## config.mk

```make
export PLATFORM = sky130hd
export DESIGN_NAME = wfcap_top
export DESIGN_NICKNAME = d
export VERILOG_FILES = /design/src/rtl/wfcap_pkg.sv /design/src/rtl/wfcap_pick.sv /design/src/rtl/wfcap_hold.sv /design/src/rtl/wfcap_irq.sv /design/src/rtl/wfcap_rdport.sv /design/src/rtl/wfcap_top.sv
export SDC_FILE = /design/constraint.sdc
export NUM_CORES = 1
export LEC_CHECK = 0
export BUFFER_PORTS_ARGS = -buffer_cell sky130_fd_sc_hd__clkbuf_2
export CAP_MARGIN = 20
export CELL_PAD_IN_SITES_DETAIL_PLACEMENT = 2
export CELL_PAD_IN_SITES_GLOBAL_PLACEMENT = 2
export CORE_MARGIN = 3
export CORE_UTILIZATION = 29
export CTS_CLUSTER_DIAMETER = 150
export DETAILED_ROUTE_END_ITERATION = 16
export PLACE_DENSITY_LB_ADDON = 0.1
export SLEW_MARGIN = 20
export SYNTH_ARGS = -nofsm -noshare
export SYNTH_HDL_FRONTEND = slang
export SYNTH_SLANG_ARGS = --single-unit
```

## constraint.sdc

```tcl
create_clock -name clk -period 1.85 [get_ports clk]
set_input_delay 0.0925 -clock clk [delete_from_list [all_inputs] [get_ports clk]]
set_output_delay 0.0925 -clock clk [all_outputs]
set_load 0.05 [all_outputs]
```

## src/rtl/wfcap_pkg.sv

```systemverilog
package wfcap_pkg;

    localparam int SMP_W   = 24;
    localparam int N_PH    = 3;
    localparam int CNT_W   = 3;
    localparam int RATE_W  = 2;
    localparam int SRC_W   = 3;
    localparam int PH_W    = 2;
    localparam int ADDR_W  = 8;
    localparam int BYTE_W  = 8;
    localparam int N_BYTES = SMP_W / BYTE_W;
    localparam int IDX_W   = 2;

    localparam logic [ADDR_W-1:0] WAVE_ADDR   = 8'h12;
    localparam logic [SRC_W-1:0]  SRC_CURRENT = '0;

    typedef logic [SMP_W-1:0] smp_t;

    typedef enum logic [PH_W-1:0] {
        PH_A    = 2'd0,
        PH_B    = 2'd1,
        PH_C    = 2'd2,
        PH_NONE = 2'd3
    } phase_e;

    // candidate sample leaving the selector
    typedef struct packed {
        logic keep;
        smp_t data;
    } pick_t;

    // one-deep slot for a sample that arrived during a read
    typedef struct packed {
        logic vld;
        smp_t data;
    } pend_t;

    // low 'r' bits set
    function automatic logic [CNT_W-1:0] rate_mask(input logic [RATE_W-1:0] r);
        logic [CNT_W-1:0] m;
        m = '0;
        for (int i = 0; i < CNT_W; i++) begin
            if (i < int'(r)) m[i] = 1'b1;
        end
        return m;
    endfunction

    // byte i of a word, counted from the most significant end
    function automatic logic [BYTE_W-1:0] byte_sel(input smp_t w, input logic [IDX_W-1:0] i);
        logic [BYTE_W-1:0] b;
        b = '0;
        for (int k = 0; k < N_BYTES; k++) begin
            if (i == IDX_W'(k)) b = w[BYTE_W*(N_BYTES-1-k) +: BYTE_W];
        end
        return b;
    endfunction

endpackage

```

## src/rtl/wfcap_pick.sv

```systemverilog
module wfcap_pick
    import wfcap_pkg::*;
#(
    parameter int NPH    = N_PH,
    parameter int SW     = SMP_W,
    parameter int CW     = CNT_W,
    parameter int RW     = RATE_W,
    parameter int SRCW   = SRC_W,
    parameter int PHW    = PH_W
) (
    input  logic              clk,
    input  logic              rst,
    input  logic              smp_vld,
    input  logic [NPH*SW-1:0] smp_bus,
    input  logic [SRCW-1:0]   src,
    input  logic [PHW-1:0]    phase,
    input  logic [RW-1:0]     rate,
    output pick_t             pick
);

    logic [CW-1:0] cnt_q;
    smp_t          lane [NPH];
    logic          capture_on;
    logic          rate_hit;
    smp_t          lane_sel;

    for (genvar g = 0; g < NPH; g++) begin : g_lane
        assign lane[g] = smp_bus[g*SW +: SW];
    end

    always_ff @(posedge clk) begin
        if (rst)          cnt_q <= '0;
        else if (smp_vld) cnt_q <= cnt_q + 1'b1;
    end

    always_comb begin
        lane_sel = '0;
        for (int i = 0; i < NPH; i++) begin
            if (phase == PHW'(i)) lane_sel = lane[i];
        end
    end

    assign capture_on = (src == SRC_CURRENT) && (phase_e'(phase) != PH_NONE);
    assign rate_hit   = (cnt_q & rate_mask(rate)) == '0;
    assign pick.keep  = smp_vld && capture_on && rate_hit;
    assign pick.data  = lane_sel;

    p_cnt_step_r5: assert property (@(posedge clk) disable iff (rst)
        smp_vld |=> cnt_q == $past(cnt_q) + 1'b1);
    p_cnt_idle_r5: assert property (@(posedge clk) disable iff (rst)
        !smp_vld |=> $stable(cnt_q));

endmodule

```

## src/rtl/wfcap_hold.sv

```systemverilog
module wfcap_hold
    import wfcap_pkg::*;
(
    input  logic  clk,
    input  logic  rst,
    input  pick_t pick,
    input  logic  reading,
    output smp_t  hold_q,
    output logic  commit
);

    pend_t pend_q;

    // a direct capture wins over an older pending sample
    assign commit = !reading && (pick.keep || pend_q.vld);

    always_ff @(posedge clk) begin
        if (rst) begin
            hold_q <= '0;
            pend_q <= '0;
        end else if (reading) begin
            if (pick.keep) begin
                pend_q.vld  <= 1'b1;
                pend_q.data <= pick.data;
            end
        end else begin
            if (pick.keep)      hold_q <= pick.data;
            else if (pend_q.vld) hold_q <= pend_q.data;
            pend_q.vld <= 1'b0;
        end
    end

    p_hold_frozen_r9: assert property (@(posedge clk) disable iff (rst)
        reading |=> $stable(hold_q));
    p_pend_drain_r9: assert property (@(posedge clk) disable iff (rst)
        (pend_q.vld && !reading) |=> !pend_q.vld);
    p_no_capture_r3: assert property (@(posedge clk) disable iff (rst)
        (!pick.keep && !pend_q.vld) |=> $stable(hold_q));

endmodule

```

## src/rtl/wfcap_irq.sv

```systemverilog
module wfcap_irq (
    input  logic clk,
    input  logic rst,
    input  logic commit,
    input  logic mask,
    input  logic status_rd,
    output logic irq_n
);

    logic flag_q;
    logic set_req;

    assign set_req = commit && mask;

    always_ff @(posedge clk) begin
        if (rst)            flag_q <= 1'b0;
        else if (set_req)   flag_q <= 1'b1;
        else if (status_rd) flag_q <= 1'b0;
    end

    assign irq_n = ~flag_q;

    p_irq_set_r6: assert property (@(posedge clk) disable iff (rst)
        set_req |=> !irq_n);
    p_irq_clr_r7: assert property (@(posedge clk) disable iff (rst)
        (status_rd && !set_req) |=> irq_n);
    p_irq_keep_r7: assert property (@(posedge clk) disable iff (rst)
        (!set_req && !status_rd) |=> $stable(irq_n));

endmodule

```

## src/rtl/wfcap_rdport.sv

```systemverilog
module wfcap_rdport
    import wfcap_pkg::*;
#(
    parameter int AW = ADDR_W,
    parameter int BW = BYTE_W,
    parameter int NB = N_BYTES,
    parameter int IW = IDX_W
) (
    input  logic          clk,
    input  logic          rst,
    input  logic          host_rd,
    input  logic [AW-1:0] host_addr,
    input  logic          byte_req,
    input  smp_t          hold,
    output logic          reading,
    output logic          rd_vld,
    output logic [BW-1:0] rd_data
);

    logic          busy_q;
    logic [IW-1:0] idx_q;
    logic          start;

    assign start   = host_rd && (host_addr == WAVE_ADDR) && !busy_q;
    assign reading = busy_q || start;

    always_ff @(posedge clk) begin
        if (rst) begin
            busy_q  <= 1'b0;
            idx_q   <= '0;
            rd_vld  <= 1'b0;
            rd_data <= '0;
        end else begin
            rd_vld <= 1'b0;
            if (start) begin
                busy_q  <= 1'b1;
                idx_q   <= IW'(1);
                rd_vld  <= 1'b1;
                rd_data <= byte_sel(hold, '0);
            end else if (busy_q && byte_req) begin
                rd_vld  <= 1'b1;
                rd_data <= byte_sel(hold, idx_q);
                if (idx_q == IW'(NB-1)) busy_q <= 1'b0;
                else                    idx_q  <= idx_q + 1'b1;
            end
        end
    end

    p_start_r8: assert property (@(posedge clk) disable iff (rst)
        start |=> (rd_vld && busy_q));
    p_quiet_r8: assert property (@(posedge clk) disable iff (rst)
        (!host_rd && !byte_req) |=> !rd_vld);
    p_idx_range_r8: assert property (@(posedge clk) disable iff (rst)
        busy_q |-> (int'(idx_q) < NB));

endmodule

```

## src/rtl/wfcap_top.sv

```systemverilog
module wfcap_top
    import wfcap_pkg::*;
#(
    parameter int SW   = SMP_W,
    parameter int NPH  = N_PH,
    parameter int CW   = CNT_W,
    parameter int RW   = RATE_W,
    parameter int SRCW = SRC_W,
    parameter int PHW  = PH_W,
    parameter int AW   = ADDR_W,
    parameter int BW   = BYTE_W
) (
    input  logic            clk,
    input  logic            rst,
    input  logic            smp_vld,
    input  logic [SW-1:0]   smp_a,
    input  logic [SW-1:0]   smp_b,
    input  logic [SW-1:0]   smp_c,
    input  logic [SRCW-1:0] cfg_src,
    input  logic [PHW-1:0]  cfg_phase,
    input  logic [RW-1:0]   cfg_rate,
    input  logic            cfg_rdy_mask,
    input  logic            status_rd,
    input  logic            host_rd,
    input  logic [AW-1:0]   host_addr,
    input  logic            byte_req,
    output logic            irq_n,
    output logic            rd_vld,
    output logic [BW-1:0]   rd_data
);

    logic [NPH*SW-1:0] smp_bus;
    pick_t             pick;
    smp_t              hold;
    logic              reading;
    logic              commit;

    assign smp_bus = {smp_c, smp_b, smp_a};

    wfcap_pick #(
        .NPH(NPH), .SW(SW), .CW(CW), .RW(RW), .SRCW(SRCW), .PHW(PHW)
    ) u_pick (
        .clk     (clk),
        .rst     (rst),
        .smp_vld (smp_vld),
        .smp_bus (smp_bus),
        .src     (cfg_src),
        .phase   (cfg_phase),
        .rate    (cfg_rate),
        .pick    (pick)
    );

    wfcap_hold u_hold (
        .clk     (clk),
        .rst     (rst),
        .pick    (pick),
        .reading (reading),
        .hold_q  (hold),
        .commit  (commit)
    );

    wfcap_irq u_irq (
        .clk       (clk),
        .rst       (rst),
        .commit    (commit),
        .mask      (cfg_rdy_mask),
        .status_rd (status_rd),
        .irq_n     (irq_n)
    );

    wfcap_rdport #(
        .AW(AW), .BW(BW)
    ) u_rd (
        .clk       (clk),
        .rst       (rst),
        .host_rd   (host_rd),
        .host_addr (host_addr),
        .byte_req  (byte_req),
        .hold      (hold),
        .reading   (reading),
        .rd_vld    (rd_vld),
        .rd_data   (rd_data)
    );

endmodule

```

### Word level (Yosys, flattened, before mapping)

Index checks and enable logic that the tools add are counted.

* $add $sub $neg: 2
* $lt $le $gt $ge: 3
* equal/unequal tests: 7
* mux-type cells: 23
* bitwise gates (word level): 4
* reductions and logical operators: 27

Operator list (count)
* 24-bit 2-to-1 mux: 5
* 8-bit 2-to-1 mux: 5
* 1-bit 2-to-1 mux: 13
* 2-bit AND reduction: 5
* 8-bit by 5-bit == test with 1-bit output, second input constant: 1
* 1-bit logical AND: 8
* 2-bit nonzero test: 4
* 3-bit logical NOT: 2
* 2-bit by 1-bit == test with 1-bit output, second input constant: 2
* 2-bit == test, second input constant: 2
* 2-bit logical NOT: 2
* 1-bit by 2-bit less-than comparator with 1-bit output, first input constant: 2
* 2-bit OR reduction: 2
* 3-bit by 1-bit adder with 3-bit output, second input constant: 1
* 3-bit bitwise AND: 1
* 1-bit inverter: 3
* 2-bit by 1-bit adder with 2-bit output, second input constant: 1
* 1-bit logical NOT: 2
* 1-bit logical OR: 2
* 2-bit less-than comparator, first input constant: 1
* 2-bit by 1-bit != test with 1-bit output, second input constant: 1
* 2-bit != test, second input constant: 1

* bits in registers: 65
* input bits: 94
* output and inout bits: 10
* logic and storage cells: 76

### Depth between registers and ports, before layout

* word-level depth: 9
* gate-level depth with buffers: 8
* mapped depth without buffers: 7

### Cells and area by module

Synthesis repeated with hierarchy kept, for this count alone.

* cells, all modules: 392
* area, all modules: 4067.7 sq um

By module, submodules not included
* wfcap_hold: instances 1, cells each 223, area an instance 2421.1 sq um, sequential area each 980.9 sq um
* wfcap_pick: instances 1, cells each 75, area an instance 854.6 sq um, sequential area each 60.1 sq um
* wfcap_rdport: instances 1, cells each 89, area an instance 749.5 sq um, sequential area each 240.2 sq um
* wfcap_irq: instances 1, cells each 5, area an instance 42.5 sq um, sequential area each 20.0 sq um

### Worst setup path before layout

OpenSTA, ideal clock, no wires.

* kind: input to register
* start point: input port cfg_src[1]
* end point: register u_hold.pend_q[14] (netlist name)
* library setup time: 0.134 ns
* arrival time: 1.586 ns
* data required time: 1.716 ns
* setup slack: 0.130 ns
* cell stages on the path: 6
* buffers on the path: 2
* cell sequence: or4b_4 a211oi_4 and3_1 buf_4 buf_2 a211oi_1

* cells in the longest elaborated chain, start to end: 5

Ends and longest elaborated chain
* from (decl): RTL line wfcap_top.sv:19 `input logic [SRCW-1:0] cfg_src,`
* 3-bit logical NOT: RTL line wfcap_pick.sv:43 `assign capture_on = (src == SRC_CURRENT) && (phase_e'(phase) != PH_NONE);`
* 1-bit logical AND: RTL line wfcap_pick.sv:43
* 1-bit logical AND (2 in a row): RTL line wfcap_pick.sv:45 `assign pick.keep = smp_vld && capture_on && rate_hit;`
* 2-bit AND reduction (no source line)
* to (decl): RTL line wfcap_hold.sv:12 `pend_t pend_q;`

Every way passes these cells.
A chain may end at the register's enable or synchronous reset.

### Final worst setup path

* start point: register u_pick.cnt_q[1]
* end point: register u_hold.pend_q[19] (netlist name)

* cells in the longest elaborated chain, start to end: 4

Ends and longest elaborated chain
* from (decl): RTL line wfcap_pick.sv:21 `logic [CW-1:0] cnt_q;`
* from (signal assigned): RTL line wfcap_pick.sv:33 `else if (smp_vld) cnt_q <= cnt_q + 1'b1;`
* 3-bit bitwise AND: RTL line wfcap_pick.sv:44 `assign rate_hit = (cnt_q & rate_mask(rate)) == '0;`
* 3-bit logical NOT: RTL line wfcap_pick.sv:44
* 1-bit logical AND: RTL line wfcap_pick.sv:45
* 2-bit AND reduction (no source line)

Every way passes these cells.

==> metrics list <==
- In this run the count of I/O pins placed on the die edge is 104.
- The root buffer cell chosen for the clock tree is sky130_fd_sc_hd__clkbuf_16.
- After clock tree synthesis, the flow added hold-fix buffers numbering 0.
- Cell count after synthesis: 399
* Clock Sink Count: 65
* Chip Height: 113 um
* Number of placed instances, taps included: 622
- Kind of critical path: flop to flop
* Synth Cell Area: 0.00332 sq mm
- The Yosys step of the flow raised 0 warnings.
* Synth Net Count: 497
* Antenna diode count: 0
* Effective utilization at floorplan: 0.301
* Maximum net fanout on the critical path: 24
- Area growth, synth to finish: 32.1%
- Kind of capture point of the worst setup path: flop
* Global-route wire length before repair: 18,000 um
- Clock skew on the completed layout was measured at 0.00441 ns.
- Dividing the detail-routed wire length by the instance count gives around 17 um.
* Clock edge transition at the registers on the reported setup and hold paths: 0.06 ns
- After floorplanning, the core was sized to cover 0.0110 sq mm.
- GRT Overall Usage: 0.175
* Inserted Clock Buffers: 9
- Dpl hpwl: 8050 um
- The H-tree generated during clock tree synthesis spans 3 levels.
* Async set-reset flop share out of synthesis: 0
* Worst hold margin: 0.0354 ns
* Outcome: finished, final reports clean
- Number of rows created at floorplan: 38
- Worst min-delay path category: input pin to flop
- The number of different library cells used by synthesis comes to 43.
* RSZ-0062 raised after global routing: false
- Number of filler instances in the final layout: 1,249
- Max-capacitance violation count: 0
- Count of input and output buffers: slightly above 100
- At the end of the flow, the number of nets in the layout was just under 600.
- Once detail routing completed, the nets flagged for antenna violations numbered 0.
* Register cell area after layout: 0.00130 sq mm
- Highest ir drop seen on vdd: 0.415 mV
- Dividing the detail-routed via count by the number of cells gives 5.17.
- After detailed routing, the number of remaining DRC violations is 0.
* Maximum number of pins on one net before global-route repair: 54
* Max Clk Rate: 0.583 GHz
* Number of failing hold endpoints at the final stage: 0
- Crit path arrival time: 1.94 ns
- Averaged over all synthesized cells, the footprint is 8.32 sq um.
- Of the available clock period, the critical path in the final layout requires 0.926.
* Most common flop cell mapped by yosys: sky130_fd_sc_hd__dfxtp_1
- The routed design has 10,900 um of wire.
- Synthesis inferred 65 register bits.
- Tmin final: 1.71 ns
- Headroom to the max-slew limit came out at 0.595.
* Full die area: ~0.013 sq mm
- In this design, the stage delay of the slowest critical-path cell is approximately 0.33 ns.
- Part of the Yosys area used for sequential elements: 0.392
- At the worst endpoint, the required time is around 2.1 ns.
- Gr ovfl total: 0
* Die Wd: 113 um
- Once layout is complete, the cells apart from fillers number 639.
- 1st-iter DRT viols: 160
- Routability-driven placement congestion ratio: roughly 0.73
- Cts repair resizes: 0
- The detailed router placed about 3,300 vias in this run.
* Finish-stage setup viols: 0
- The worst setup path is launched from a flop.
- Number of buffers inserted by post-CTS setup repair: 0
- The initial antenna violation count came to 0.
* Pwr dens: 809 mW/mm^2
- Worst-Skew Late Latency: 0.33 ns
- In this run the static leakage power is approximately 1.8 nW.
- Power comes to about 3.5 mW.
* Number of pins exceeding their max-slew limit in the final report: 0
- TritonCTS built the clock tree.
- Sequence of cells on the critical path: a21o_1, a211oi_4, and3_2, buf_12, nor2_1, a211oi_1
- The clock passes through at most 2 buffers.
- Number of global-route vias before repair: 3,635
- Of the cells placed in the final design, the portion with a size suffix greater than 1 is 0.289.
* Worst Tran Pin Value: 0.607 ns
- Counting flops with a built-in enable in the synthesized netlist gives 0.
- Area of the multi-input gates: around 0.0019 sq mm
- Detailed-routing iteration count for the pre-antenna-repair pass: 4
- Critical-path top delay cell: sky130_fd_sc_hd__dfxtp_1
[metal layers]
metal,track usage,vias to the layer above,routed length (um)
met5,0,-,0
met4,0.0601,0,168
met3,0.0385,11,533
met2,0.265,88,4800
met1,0.246,1558,5420
li1,-,1649,-
[through the flow]
stage                      util  worst slack (ns)  area, sq um  TNS [ns]
after global placement    0.366           -0.0143         4040    -0.218
after detailed placement  0.366            -0.100         4040     -2.02
after global routing      0.398            0.0124         4390         0
final                     0.398             0.136         4390         0
after CTS                 0.394            0.0563         4350         0
after floorplan               -             0.130         3320         0
[cell type report]
type                            count  share of cell area
Clock buffer                       14              0.0625
Clock inverter                      2             0.00799
Inverter                            3             0.00257
Multi-Input combinational cell    295               0.423
Sequential cell                    65               0.297
Tap cell                          140              0.0399
Timing Repair Buffer              120               0.168
[cells in the mapped netlist (all sizes together) (9+ instances only)]
cell      n  share of area
clkbuf   20          0.023
nor2     37          0.042
buf      16          0.028
o21ai     9          0.014
nand2    58          0.066
nand3    22          0.033
dfxtp    65           0.39
a211oi   26          0.063
a2bb2oi  23          0.061
a21oi    33          0.052
mux2i    25          0.075
o211ai   22          0.050
[registers in the layout (all words and copies together) (netlist names)]
name and flops:
u_rd.busy_q 1, u_rd.rd_vld 1, u_rd.idx_q 2, u_irq.flag_q 1, u_hold.hold_q 24, u_hold.pend_q 25
u_pick.cnt_q 3, u_rd.rd_data 8
[worst paths after layout]
kind	from	end	slack (ns)	depth (start not counted)
max	u_pick.cnt_q[1]	u_hold.pend_q[19]	0.14	6
min	cfg_rdy_mask	u_irq.flag_q	0.04	3
max reg2reg	u_pick.cnt_q[1]	u_hold.pend_q[19]	0.14	6
min reg2reg	u_rd.rd_data[2]	u_rd.rd_data[2]	0.44	2
[worst max-delay path: cells and delay by family, from the launching register on]
family          cells  cell delay (ns)
compound gates      3             0.73
simple gates        2             0.36
buf+inv             1             0.18
flops               1             0.33
[layout by cell type (no fill, tap or decap), types with 2 or more instances in the layout]
cell                        instances
sky130_fd_sc_hd__nor2_1            37
sky130_fd_sc_hd__clkbuf_1           2
sky130_fd_sc_hd__nor2b_1            2
sky130_fd_sc_hd__inv_1              3
sky130_fd_sc_hd__nand3_1           22
sky130_fd_sc_hd__clkbuf_16         10
sky130_fd_sc_hd__nor3_1             2
sky130_fd_sc_hd__clkbuf_2         103
sky130_fd_sc_hd__mux2i_1           25
sky130_fd_sc_hd__nand2_1           58
sky130_fd_sc_hd__xnor2_1            2
sky130_fd_sc_hd__dfxtp_1           65
sky130_fd_sc_hd__o211ai_1          22
sky130_fd_sc_hd__and2_1             2
sky130_fd_sc_hd__o21ai_0            8
sky130_fd_sc_hd__a211oi_1          24
sky130_fd_sc_hd__buf_12             6
sky130_fd_sc_hd__a2bb2oi_1         23
sky130_fd_sc_hd__a21oi_1           31
sky130_fd_sc_hd__ha_1               3
sky130_fd_sc_hd__clkbuf_8           3
sky130_fd_sc_hd__a211o_1            2
sky130_fd_sc_hd__a21oi_2            2
sky130_fd_sc_hd__a22oi_1            8
sky130_fd_sc_hd__buf_4             10
[report_power, final]
| group | internal, mW | leakage [nW] | switching [mW] | total, mW |
|---|---|---|---|---|
| sequential | 1.41 | 0.524 | 0.00614 | 1.41 |
| clock | 1.15 | 0.153 | 0.611 | 1.76 |
| combinational | 0.181 | 1.08 | 0.191 | 0.371 |
| total | 2.74 | 1.76 | 0.808 | 3.55 |
[kinds of logic after synthesis]
group,Yosys count,share of synthesized area
AOI/OAI and AO/OA,129,0.277
xor gates and xnor gates,3,0.00791
and+or+nand+nor,134,0.179
DFF,65,0.392
adders and majority gates,4,0.0151
buffers and inverters,39,0.0543
muxes,25,0.0754
Power figures use the tool's default switching activity.
